**config.mk**
```make
export PLATFORM = sky130hd
export DESIGN_NAME = awd_dual_monitor
export DESIGN_NICKNAME = d
export VERILOG_FILES = /design/src/rtl/awd_pkg.sv /design/src/rtl/awd_window_unit.sv /design/src/rtl/awd_combiner.sv /design/src/rtl/awd_flag_bank.sv /design/src/rtl/awd_dual_monitor.sv
export SDC_FILE = /design/constraint.sdc
export NUM_CORES = 1
export LEC_CHECK = 0
export BUFFER_PORTS_ARGS = -buffer_cell sky130_fd_sc_hd__buf_4
export CORE_MARGIN = 3
export CORE_UTILIZATION = 45
export CTS_CLUSTER_DIAMETER = 40
export DETAILED_ROUTE_END_ITERATION = 8
export GPL_TIMING_DRIVEN = 0
export PLACE_DENSITY = 0.77
export REMOVE_ABC_BUFFERS = 1
export SKIP_CTS_REPAIR_TIMING = 1
export SLEW_MARGIN = 40
export SYNTH_ARGS = -nofsm -noshare
export SYNTH_HDL_FRONTEND = slang
export SYNTH_SLANG_ARGS = --single-unit
```
**constraint.sdc**
```tcl
create_clock -name clk -period 4.2 [get_ports clk]
set_clock_uncertainty 0.1 [all_clocks]
set_input_delay 0.42 -clock clk [delete_from_list [all_inputs] [get_ports clk]]
set_output_delay 0.42 -clock clk [all_outputs]
set_load 0.05 [all_outputs]
```
**src/rtl/awd_pkg.sv**
```systemverilog
package awd_pkg;
  typedef enum logic [1:0] {
    COMB_OFF = 2'b00,
    COMB_OR  = 2'b01,
    COMB_AND = 2'b10,
    COMB_XOR = 2'b11
  } comb_fn_e;

  typedef enum logic {
    WIN_OUTSIDE = 1'b0,
    WIN_INSIDE  = 1'b1
  } win_mode_e;

  localparam int NUM_UNITS = 2;
  localparam int NUM_FLAGS = NUM_UNITS + 1;
endpackage

```
**src/rtl/awd_window_unit.sv**
```systemverilog
module awd_window_unit #(
  parameter int DATA_W = 16,
  parameter int CH_W   = 4
) (
  input  logic              res_valid,
  input  logic [CH_W-1:0]   res_chan,
  input  logic [DATA_W-1:0] res_value,
  input  logic              en,
  input  logic              mode,
  input  logic [CH_W-1:0]   chan_sel,
  input  logic [DATA_W-1:0] lim_lo,
  input  logic [DATA_W-1:0] lim_hi,
  output logic              fire,
  output logic              hit
);
  import awd_pkg::*;

  logic above_hi, below_lo, strictly_in;

  always_comb begin
    fire        = res_valid && en && (res_chan == chan_sel);
    above_hi    = res_value > lim_hi;
    below_lo    = res_value < lim_lo;
    strictly_in = (res_value > lim_lo) && (res_value < lim_hi);
    if (win_mode_e'(mode) == WIN_INSIDE)
      hit = fire && strictly_in;
    else
      hit = fire && (above_hi || below_lo);
  end
endmodule

```
**src/rtl/awd_combiner.sv**
```systemverilog
module awd_combiner (
  input  logic       clk,
  input  logic       rst,
  input  logic       fire0,
  input  logic       hit0,
  input  logic       fire1,
  input  logic       hit1,
  input  logic [1:0] fn,
  output logic       comb_set
);
  import awd_pkg::*;

  logic u0_last;
  logic u0_view;

  always_ff @(posedge clk) begin
    if (rst)
      u0_last <= 1'b0;
    else if (fire0)
      u0_last <= hit0;
  end

  always_comb begin
    u0_view = fire0 ? hit0 : u0_last;
    unique case (comb_fn_e'(fn))
      COMB_OR:  comb_set = fire1 && (u0_view || hit1);
      COMB_AND: comb_set = fire1 && (u0_view && hit1);
      COMB_XOR: comb_set = fire1 && (u0_view ^ hit1);
      default:  comb_set = 1'b0;
    endcase
  end
endmodule

```
**src/rtl/awd_flag_bank.sv**
```systemverilog
module awd_flag_bank #(
  parameter int NF = 3
) (
  input  logic          clk,
  input  logic          rst,
  input  logic [NF-1:0] set_in,
  input  logic [NF-1:0] clr,
  input  logic [NF-1:0] en,
  output logic [NF-1:0] flags_q,
  output logic          irq_q
);
  logic [NF-1:0] flags_d;

  always_comb flags_d = (flags_q & ~clr) | set_in;

  always_ff @(posedge clk) begin
    if (rst) begin
      flags_q <= '0;
      irq_q   <= 1'b0;
    end else begin
      flags_q <= flags_d;
      irq_q   <= |(flags_d & en);
    end
  end

  for (genvar i = 0; i < NF; i++) begin : g_chk
    AST_FLAG_STICKY: assert property (@(posedge clk) disable iff (rst)
      (flags_q[i] && !clr[i]) |=> flags_q[i]);
    AST_FLAG_CLEARS: assert property (@(posedge clk) disable iff (rst)
      (clr[i] && !set_in[i]) |=> !flags_q[i]);
    AST_SET_WINS: assert property (@(posedge clk) disable iff (rst)
      set_in[i] |=> flags_q[i]);
  end

  AST_IRQ_MATCH: assert property (@(posedge clk) disable iff (rst)
    irq_q == |(flags_q & $past(en)));
endmodule

```
**src/rtl/awd_dual_monitor.sv**
```systemverilog
module awd_dual_monitor #(
  parameter int DATA_W = 16,
  parameter int NUM_CH = 16
) (
  input  logic                      clk,
  input  logic                      rst,
  input  logic                      res_valid,
  input  logic [$clog2(NUM_CH)-1:0] res_chan,
  input  logic [DATA_W-1:0]         res_value,
  input  logic [1:0]                cfg_unit_en,
  input  logic [1:0]                cfg_mode,
  input  logic [$clog2(NUM_CH)-1:0] cfg_chan0,
  input  logic [$clog2(NUM_CH)-1:0] cfg_chan1,
  input  logic [DATA_W-1:0]         cfg_lo0,
  input  logic [DATA_W-1:0]         cfg_hi0,
  input  logic [DATA_W-1:0]         cfg_lo1,
  input  logic [DATA_W-1:0]         cfg_hi1,
  input  logic [1:0]                cfg_comb,
  input  logic [2:0]                irq_en,
  input  logic [2:0]                flag_clr,
  output logic [2:0]                flags,
  output logic                      irq
);
  import awd_pkg::*;

  localparam int CH_W = $clog2(NUM_CH);

  logic [CH_W-1:0]   chan_a [NUM_UNITS];
  logic [DATA_W-1:0] lo_a   [NUM_UNITS];
  logic [DATA_W-1:0] hi_a   [NUM_UNITS];
  logic [NUM_UNITS-1:0] fire, hit;
  logic comb_set;
  logic [NUM_FLAGS-1:0] set_vec;

  assign chan_a[0] = cfg_chan0;
  assign chan_a[1] = cfg_chan1;
  assign lo_a[0]   = cfg_lo0;
  assign lo_a[1]   = cfg_lo1;
  assign hi_a[0]   = cfg_hi0;
  assign hi_a[1]   = cfg_hi1;

  for (genvar u = 0; u < NUM_UNITS; u++) begin : g_unit
    awd_window_unit #(.DATA_W(DATA_W), .CH_W(CH_W)) u_win (
      .res_valid (res_valid),
      .res_chan  (res_chan),
      .res_value (res_value),
      .en        (cfg_unit_en[u]),
      .mode      (cfg_mode[u]),
      .chan_sel  (chan_a[u]),
      .lim_lo    (lo_a[u]),
      .lim_hi    (hi_a[u]),
      .fire      (fire[u]),
      .hit       (hit[u])
    );
  end

  awd_combiner u_comb (
    .clk      (clk),
    .rst      (rst),
    .fire0    (fire[0]),
    .hit0     (hit[0]),
    .fire1    (fire[1]),
    .hit1     (hit[1]),
    .fn       (cfg_comb),
    .comb_set (comb_set)
  );

  assign set_vec = {comb_set, hit};

  awd_flag_bank #(.NF(NUM_FLAGS)) u_flags (
    .clk     (clk),
    .rst     (rst),
    .set_in  (set_vec),
    .clr     (flag_clr),
    .en      (irq_en),
    .flags_q (flags),
    .irq_q   (irq)
  );

  AST_U0_QUIET: assert property (@(posedge clk) disable iff (rst)
    (!(res_valid && cfg_unit_en[0] && res_chan == cfg_chan0) && !flags[0]) |=> !flags[0]);
  AST_U1_QUIET: assert property (@(posedge clk) disable iff (rst)
    (!(res_valid && cfg_unit_en[1] && res_chan == cfg_chan1) && !flags[1]) |=> !flags[1]);
  AST_COMB_OFF: assert property (@(posedge clk) disable iff (rst)
    (cfg_comb == 2'b00 && !flags[2]) |=> !flags[2]);
  AST_COMB_NEEDS_U1: assert property (@(posedge clk) disable iff (rst)
    (!(res_valid && cfg_unit_en[1] && res_chan == cfg_chan1) && !flags[2]) |=> !flags[2]);
endmodule

```
### After elaboration in Yosys (flattened, before gate mapping)

Index checks and enable logic that the tools add are counted.
Widths: inputs -> output; s select.

* memories: 0
* memory bits (writable): 0
* ROM bits: 0
* input port bits: 107
* bits in latches: 0
* bits in registers: 5
* logic and storage cells: 43
* output and inout bits: 4

* magnitude comparators: 8
* divide/modulo/power cells: 0
* add/sub/neg operators: 0
* reduce and logical (&&, ||, !) cells: 18
* equality and inequality tests: 5
* $mul: 0
* shift operators: 0
* bitwise operators: 5
* muxes and demuxes: 4

Operator list (count)
* $gt 16x16->1: 4
* $lt 16x16->1: 4
* $logic_and 1x1->1: 14
* $eq 4x4->1: 2
* $and 3x3->3: 2
* $eq 2x2->1 const B: 2
* $logic_or 1x1->1: 3
* $mux 1: 3
* $not 3->3: 1
* $or 3x3->3: 1
* $pmux 1 s3: 1
* $reduce_or 3->1: 1
* $eq 2x1->1 const B: 1
* $xor 1x1->1: 1

### Logic depth before layout (Yosys ltp)

Gate-level depths: netlist of the first run.

* word-level depth: 11
* gate-level depth with buffers: 17
* gate-level depth less buffers: 17

### By module

Synthesis of the first run repeated with hierarchy kept, for this count alone.

* cells, all modules: 262
* area total of the unflattened synthesis: 1973.1 µm²

By module, submodules not included
* awd_window_unit: instances 2, cells each 119, area each 865.8 µm²
* awd_flag_bank: instances 1, cells each 13, area each 145.1 µm²
* awd_combiner: instances 1, cells each 11, area each 96.3 µm²

### Worst setup path after synthesis of the first run

No wires, ideal clock.

* kind: input-to-reg
* start: input cfg_hi1[14]
* end: register u_flags.irq_q
* arrival: 3.314 ns
* data required time: 4.021 ns
* buffers on the path: 0
* stages on the path: 16
* library setup time: 0.079 ns
* slack: 0.708 ns
* path through: inv_1 > ha_1 > nand4_2 > or4_4 > o21a_1 > a22o_1 > o21ai_2 > inv_1 > ha_1 > mux2_2 > a21oi_1 > or4_1 > a21oi_1 > nand2_1 > a31o_2 > o221ai_2

* longest elaborated chain between the ends: 10
* elaborated cells on any way between the ends: 17
* those cells by class: order compare: 2; mux: 2; bitwise: 3; reduce/logical: 10

RTL lines
* from (decl): RTL line awd_dual_monitor.sv:17 `input logic [DATA_W-1:0] cfg_hi1,`
* $gt 16x16->1 or $lt 16x16->1 (tied branches): RTL line awd_window_unit.sv:22, awd_window_unit.sv:24
* $logic_or 1x1->1 or $logic_and 1x1->1 (tied branches): RTL line awd_window_unit.sv:28, awd_window_unit.sv:24
* $logic_and 1x1->1 (on tied branches): RTL line awd_window_unit.sv:28, awd_window_unit.sv:26
* $mux 1 *: RTL line awd_window_unit.sv:25 `if (win_mode_e'(mode) == WIN_INSIDE)`
* $xor 1x1->1, or another cell as far along: RTL line awd_combiner.sv:28 `COMB_XOR: comb_set = fire1 && (u0_view ^ hit1);`
* $logic_and 1x1->1 (on tied branches): RTL line awd_combiner.sv:28, awd_combiner.sv:26, awd_combiner.sv:27
* $pmux 1 s3: RTL line awd_combiner.sv:25 `unique case (comb_fn_e'(fn))`
* $or 3x3->3 *: RTL line awd_flag_bank.sv:14 `always_comb flags_d = (flags_q & ~clr) | set_in;`
* $and 3x3->3 *: RTL line awd_flag_bank.sv:22 `irq_q <= |(flags_d & en);`
* $reduce_or 3->1 *: RTL line awd_flag_bank.sv:22
* to (signal assigned): RTL line awd_flag_bank.sv:22
* to (decl): RTL line awd_flag_bank.sv:10 `output logic irq_q`

Mark *: on every way between the ends. The rest lies on a longest branch, timed or not.
A chain may end at the register's enable or synchronous reset.

### Worst setup path after layout of the first run

* start: input res_value[14]
* end: register u_flags.irq_q

* longest elaborated chain between the ends: 11
* elaborated cells on any way between the ends: 29
* those cells by class: order compare: 8; mux: 4; bitwise: 3; reduce/logical: 14

RTL lines
* from (decl): RTL line awd_dual_monitor.sv:9 `input logic [DATA_W-1:0] res_value,`
* $gt 16x16->1, or another cell as far along: RTL line awd_window_unit.sv:22 `above_hi = res_value > lim_hi;`
* $logic_or 1x1->1 or $logic_and 1x1->1 (tied branches): RTL line awd_window_unit.sv:28, awd_window_unit.sv:24
* $logic_and 1x1->1 (on tied branches): RTL line awd_window_unit.sv:28, awd_window_unit.sv:26
* $mux 1 *: RTL line awd_window_unit.sv:25
* $mux 1 *: RTL line awd_combiner.sv:24 `u0_view = fire0 ? hit0 : u0_last;`
* net u_comb.u0_view: RTL line awd_combiner.sv:14 `logic u0_view;`
* $xor 1x1->1, or another cell as far along: RTL line awd_combiner.sv:28
* $logic_and 1x1->1 (on tied branches): RTL line awd_combiner.sv:28, awd_combiner.sv:26, awd_combiner.sv:27
* $pmux 1 s3 *: RTL line awd_combiner.sv:25
* $or 3x3->3 *: RTL line awd_flag_bank.sv:14
* $and 3x3->3 *: RTL line awd_flag_bank.sv:22
* $reduce_or 3->1 *: RTL line awd_flag_bank.sv:22

The timed path passes the listed nets; every way through them passes the cells marked *.

==> results of run 1 <==
[layout make-up]
type | instances | area [sq um] | area share [%]
timing repair buffer | 110 | 826 | 27.8
clock buffer | 4 | 45.0 | 1.52
inverter | 64 | 240 | 8.10
tap | 50 | 62.6 | 2.11
multi-input combinational | 203 | 1690 | 57.1
sequential | 5 | 100 | 3.37
[placed cells by master (no fill, tap or decap), types with 2 or more instances in the layout]
| master | n |
|---|---|
| buf_4 | 110 |
| ha_1 | 66 |
| inv_1 | 64 |
| a21oi_1 | 30 |
| nand4_1 | 13 |
| nand2_1 | 13 |
| nand3_1 | 12 |
| xnor2_1 | 7 |
| a21o_1 | 6 |
| nand2b_1 | 5 |
| dfxtp_1 | 5 |
| nor2_1 | 4 |
| nor2b_1 | 4 |
| nor4_1 | 4 |
| o211ai_1 | 3 |
| o21ai_0 | 3 |
| nor3_1 | 3 |
| clkbuf_8 | 3 |
| and2_1 | 2 |
| a2111oi_0 | 2 |
| mux2_2 | 2 |
| o21a_1 | 2 |
| nand3b_1 | 2 |
[per-stage QoR]
stage,util [%],power (mW),std cells,cell area (sq um),setup WS [ns]
2_1_floorplan,-,0.170,272,2030,0.708
3_3_place_gp,70.0,0.280,432,2920,0.341
3_5_place_dp,70.0,0.286,432,2920,0.321
4_1_cts,71.1,0.383,436,2970,0.526
5_1_grt,71.1,0.420,436,2970,0.226
6_report,71.1,0.380,436,2970,0.549
[state kept, by name (all words and copies together), names as in the netlist]
| register | count |
|---|---|
| u_flags.flags_q | 3 |
| u_comb.u0_last | 1 |
| u_flags.irq_q | 1 |
[layer usage]
metal  wire (microns)  up-vias  part of all wire, %  GRT usage (%)
met5                0        -                    0              0
met4               23        0                 0.42           2.46
met3              402        3                  7.3           2.89
met2             2660       75                   48           38.2
met1             2440      948                   44           27.1
li1                 -     1191                    -              -
[power groups by stage]
stage / registers [mW] / clock network (mW) / logic (mW)
after floorplan: 0.0501 / 0 / 0.120
after global placement: 0.0491 / 0 / 0.231
after detailed placement: 0.0491 / 0 / 0.237
after CTS: 0.0484 / 0.0963 / 0.238
after global routing: 0.0483 / 0.0996 / 0.272
final: 0.0484 / 0.0946 / 0.237
[worst max-delay path, delay by kind of cell]
family,cells,cell delay (ns)
compound gates,6,0.77
fa+ha+maj,2,0.59
mux,2,0.51
buf+inv,1,0.13
simple gates,6,1.27
[cell families after synthesis]
family          after synthesis  synth area share [%]
flops                         5                  4.92
compound gates               56                  17.6
buf+inv                      64                  11.8
fa+ha+maj                    66                  40.6
mux                           2                  1.11
simple gates                 71                  20.5
xor+xnor                      8                  3.45
[final timing paths]
| kind | from | end | depth (start not counted) |
|---|---|---|---|
| worst min register to register | u_comb.u0_last | u_comb.u0_last | 2 |
| worst max register to register | u_comb.u0_last | u_flags.irq_q | 10 |
| worst max-delay path | res_value[14] | u_flags.irq_q | 17 |
| worst min-delay path | rst | u_comb.u0_last | 2 |
==> impl_metrics.yaml, run 1 <==
drt:
  vias: 2217
  wl_mm: 5.52
  ant_nets: 0
  firstDrtPassIters: 4
  drt-initial-drc-count: 68
  wire_per_inst_microns: 12.7
  vias_per_cell: 5.08
  drc: 0
floorplan:
  die_h_microns: 73.2
  io_pins: 111
  start_util_pct: 48.7
  die_area_sq_um: 5360
  core_area_sq_um: 4170
  fp.dieW_microns: 73.2
  core.rowCount: 23
clock_network:
  cts-htree-levels: 1
  clk_path_buf_depth: 2
  cts_root_buffer: "clkbuf_8"
  cts.sink_count: 5
  cts_tree: "built"
  numCtsBuffers: 3
  clock_latency_ns: 0.23
  path_clk_slew_ns: 0.04
critical_path:
  cp.required_ns: 4.26
  start_kind: "input port"
  path_cells: "buf_4, ha_1, nand4_1, nor4_1, o21ai_0, o2111ai_1, mux2_2, nor2b_4, nand2_1, ha_1, mux2_2, a21oi_1, or4_1, a21oi_1, nand2_1, a31o_2, o221ai_2"
  max_stage_delay_ns: 0.40
  critical_path.endpoint_type: "flop"
  crit_arrival_ns: 3.71
  critPathKind: "in -> reg"
  worstPathMaxFanout: 5
  rrSetupSlack_ns: 2.15
  critPathSlowestCell: "or4_1"
status:
  status: "complete, no violations"
timing:
  finalHoldViolations: 0
  finalSetupViolCount: 0
  worst_slew_pin_slew_ns: 0.382
  fmax_mhz: 274
  rsz0062_at_grt: "no"
  relSlewSlack_pct: 73.9
  min_period_over_period_pct: 86.9
  final.setup.tns_ns: 0
  min_period_ns: 3.65
  finalMaxSlewViolations: 0
  whs_ns: 0.297
power:
  p_leak_nw: 1.73
  power.switching_uw: 134
  p_per_area_nw_per_um2: 128
  p_int_uw: 246
  pwr-share-seq_pct: 12.7
  worst_ir_drop_vdd_mv: 0.116
  pwr-share-comb_pct: 62.4
  pwr-share-clk_pct: 24.9
  swShare_pct: 35.2
synthesis:
  synth_area_leader_cell: "ha_1"
  synth_cell_types: 41
  synth-warning-count: 0
  ys_ff_latch: 5
  synth_cells: 272
  synth_enable_flop_cells: 0
  netlist_area_sq_um: 2030
  yosys.cell_count.top_type: "ha_1"
  postSynthAreaPerCell_sq_um: 7.48
  synth_top_area_share_pct: 40.6
  synth.top_cells.by_area: "ha_1, inv_1, a21oi_1"
  synth_flop_cell: "dfxtp_1"
  seq_area_frac_synth_pct: 4.92
  synth-async-reset-ratio_pct: 0
  synthTopCellsByCount: "ha_1, inv_1, a21oi_1, nand2_1, nand4_1"
placed_design:
  place_congestion: 0.820
  port_buffers: 110
  dp.final_hpwl_mm: 5.05
grt:
  grt_pass1_vias: 2169
  grt_pass1_wl_mm: 9.16
  overflow: 0
  grt_max_degree: 8
  grt_use_total_pct: 21.1
  antenna_found_initial: 0
job:
  maxCapViolCount: 0
finish:
  fillers: 360
  fin_nets: 560
  area_growth_pct: 45.9
  antenna_cells: 0
  drive_gt1_share_pct: 31.6
hold_path:
  hp-class: "in -> reg"
No activity file was read; power rests on OpenSTA's default activity.
==> run 2, diff against run 1 <==
--- a/config.mk
+++ b/config.mk
@@ -6,6 +6,7 @@
 export NUM_CORES = 1
 export LEC_CHECK = 0
 export BUFFER_PORTS_ARGS = -buffer_cell sky130_fd_sc_hd__buf_4
+export CORE_ASPECT_RATIO = 1.1
 export CORE_MARGIN = 3
 export CORE_UTILIZATION = 45
 export CTS_CLUSTER_DIAMETER = 40
==> impl_metrics.yaml, run 2 (same netlist as run 1, synthesis figures left out) <==
drt:
  met1_length_mm: 2.37
  firstDrtPassIters: 4
  wire_per_inst_microns: 12.7
  vias: 2297
  dr_wl_met3_microns: 345
  ant_nets: 0
  wl_mm: 5.60
  wl_met2_mm: 2.82
  drc: 0
  vias_per_cell: 5.22
  drt-initial-drc-count: 52
  routed.top_layer: "met4"
finish:
  drive_gt1_share_pct: 31.6
  area_growth_pct: 46.2
  ff_latch_area_sq_um: 100
  antenna_cells: 0
  largest_reg_flops: 3
  top_regs: "u_flags.flags_q x3, u_comb.u0_last x1, u_flags.irq_q x1"
  fillers: 394
  layout_common_cells: "buf_4, ha_1, inv_1"
  multi_input_area_sq_um: 1690
  top_register: "u_flags.flags_q"
  fin_nets: 560
  mostFrequentLayoutCell: "buf_4"
timing:
  final.setup.tns_ns: 0
  min_period_over_period_pct: 88.5
  finalHoldViolations: 0
  min_period_ns: 3.72
  finalMaxSlewViolations: 0
  whs_ns: 0.307
  finalSetupViolCount: 0
  rsz0062_at_grt: "no"
  relSlewSlack_pct: 70.1
  fmax_mhz: 269
  worst_slew_pin_slew_ns: 0.437
power:
  power_uw: 377
  p_per_area_nw_per_um2: 127
  p_leak_nw: 1.73
  worst_ir_drop_vdd_mv: 0.143
clock_network:
  clk_path_buf_depth: 2
  numCtsBuffers: 3
  cts_tree: "built"
  cts_root_buffer: "clkbuf_8"
  clock_latency_ns: 0.22
  cts.sink_count: 5
  cts-htree-levels: 1
  path_clk_slew_ns: 0.04
floorplan:
  core.rowCount: 25
  fp.dieW_microns: 70.1
  start_util_pct: 47.1
  core_area_sq_um: 4320
  die_area_sq_um: 5360
  io_pins: 111
  die_h_microns: 76.5
critical_path:
  ff2ff_path_depth: 10
  rrSetupSlack_ns: 2.12
  worstPathMaxFanout: 5
  start_kind: "input port"
  critPathKind: "in -> reg"
  path_cells: "buf_4, ha_1, nand4_1, nor4_1, o21ai_0, o2111ai_1, mux2_2, nor2b_4, nand2_1, ha_1, mux2_2, a21oi_1, or4_1, a21oi_1, nand2_1, a31o_2, o221ai_2"
  critical_path.endpoint_type: "flop"
  r2r-start: "u_comb.u0_last"
  critPathSlowestCell: "nor4_1"
  max_stage_delay_ns: 0.41
  crit_family: "simple AND/OR/NAND/NOR gates"
  crit_arrival_ns: 3.76
  worst-path-buf-inv: 1
  reg2reg_to: "u_flags.irq_q"
  cp.required_ns: 4.24
grt:
  overflow: 0
  antenna_found_initial: 0
  grt_pass1_vias: 2297
  grt_use_total_pct: 20.6
  grt_pass1_wl_mm: 9.44
  grt_max_degree: 8
status:
  status: "complete, no violations"
hold_path:
  whs_endpoint: "u_flags.flags_q[1]"
  hold_start: "rst"
  hp-class: "in -> reg"
  whs_path_depth: 2
placed_design:
  port_buffers: 110
  place_congestion: 0.821
  dp.final_hpwl_mm: 5.12
job:
  maxCapViolCount: 0
-- run 2: cell counts in the layout (fill, tap and decap cells not counted) --
No cell type changed its count.
-- run 2: stage by stage --
step	cells	utilization [%]	setup WS, ns	instance area (sq um)
global placement	436	67.8	0.260	2930
finish	440	68.8	0.481	2970
detailed placement	436	67.8	0.234	2930
CTS	440	68.8	0.439	2970
global route	440	68.8	0.224	2970
floorplan	272	-	0.708	2030
-- run 2: power by group --
group          switching, mW  total, mW  internal (mW)  leakage, nW
logic                  0.105      0.238          0.133         1.67
clock network         0.0257     0.0911         0.0654       0.0228
registers           0.000211     0.0484         0.0482       0.0403
-- run 2: worst max path at each step --
stage / startpoint / endpoint / cells after the start
final: res_value[14] / u_flags.irq_q / 17
after CTS: res_value[14] / u_flags.irq_q / 17
after floorplan: cfg_hi1[14] / u_flags.irq_q / 16
after detailed placement: res_value[14] / u_flags.irq_q / 17
after global routing: res_value[14] / u_flags.irq_q / 17
after global placement: res_value[14] / u_flags.irq_q / 17
-- run 2: cell type report --
type / instances / share of cell area, %
multi-input cells: 203 / 57.0
clock buffers: 4 / 1.52
repair buffers: 110 / 27.8
well taps: 54 / 2.27
flip-flops and latches: 5 / 3.37
inverters: 64 / 8.08
-- run 2: per-layer routing --
metal | track usage [%] | vias to the layer above
met5 | 0 | -
met4 | 4.02 | 0
met3 | 2.90 | 8
met2 | 38.4 | 75
met1 | 24.7 | 1017
li1 | - | 1197
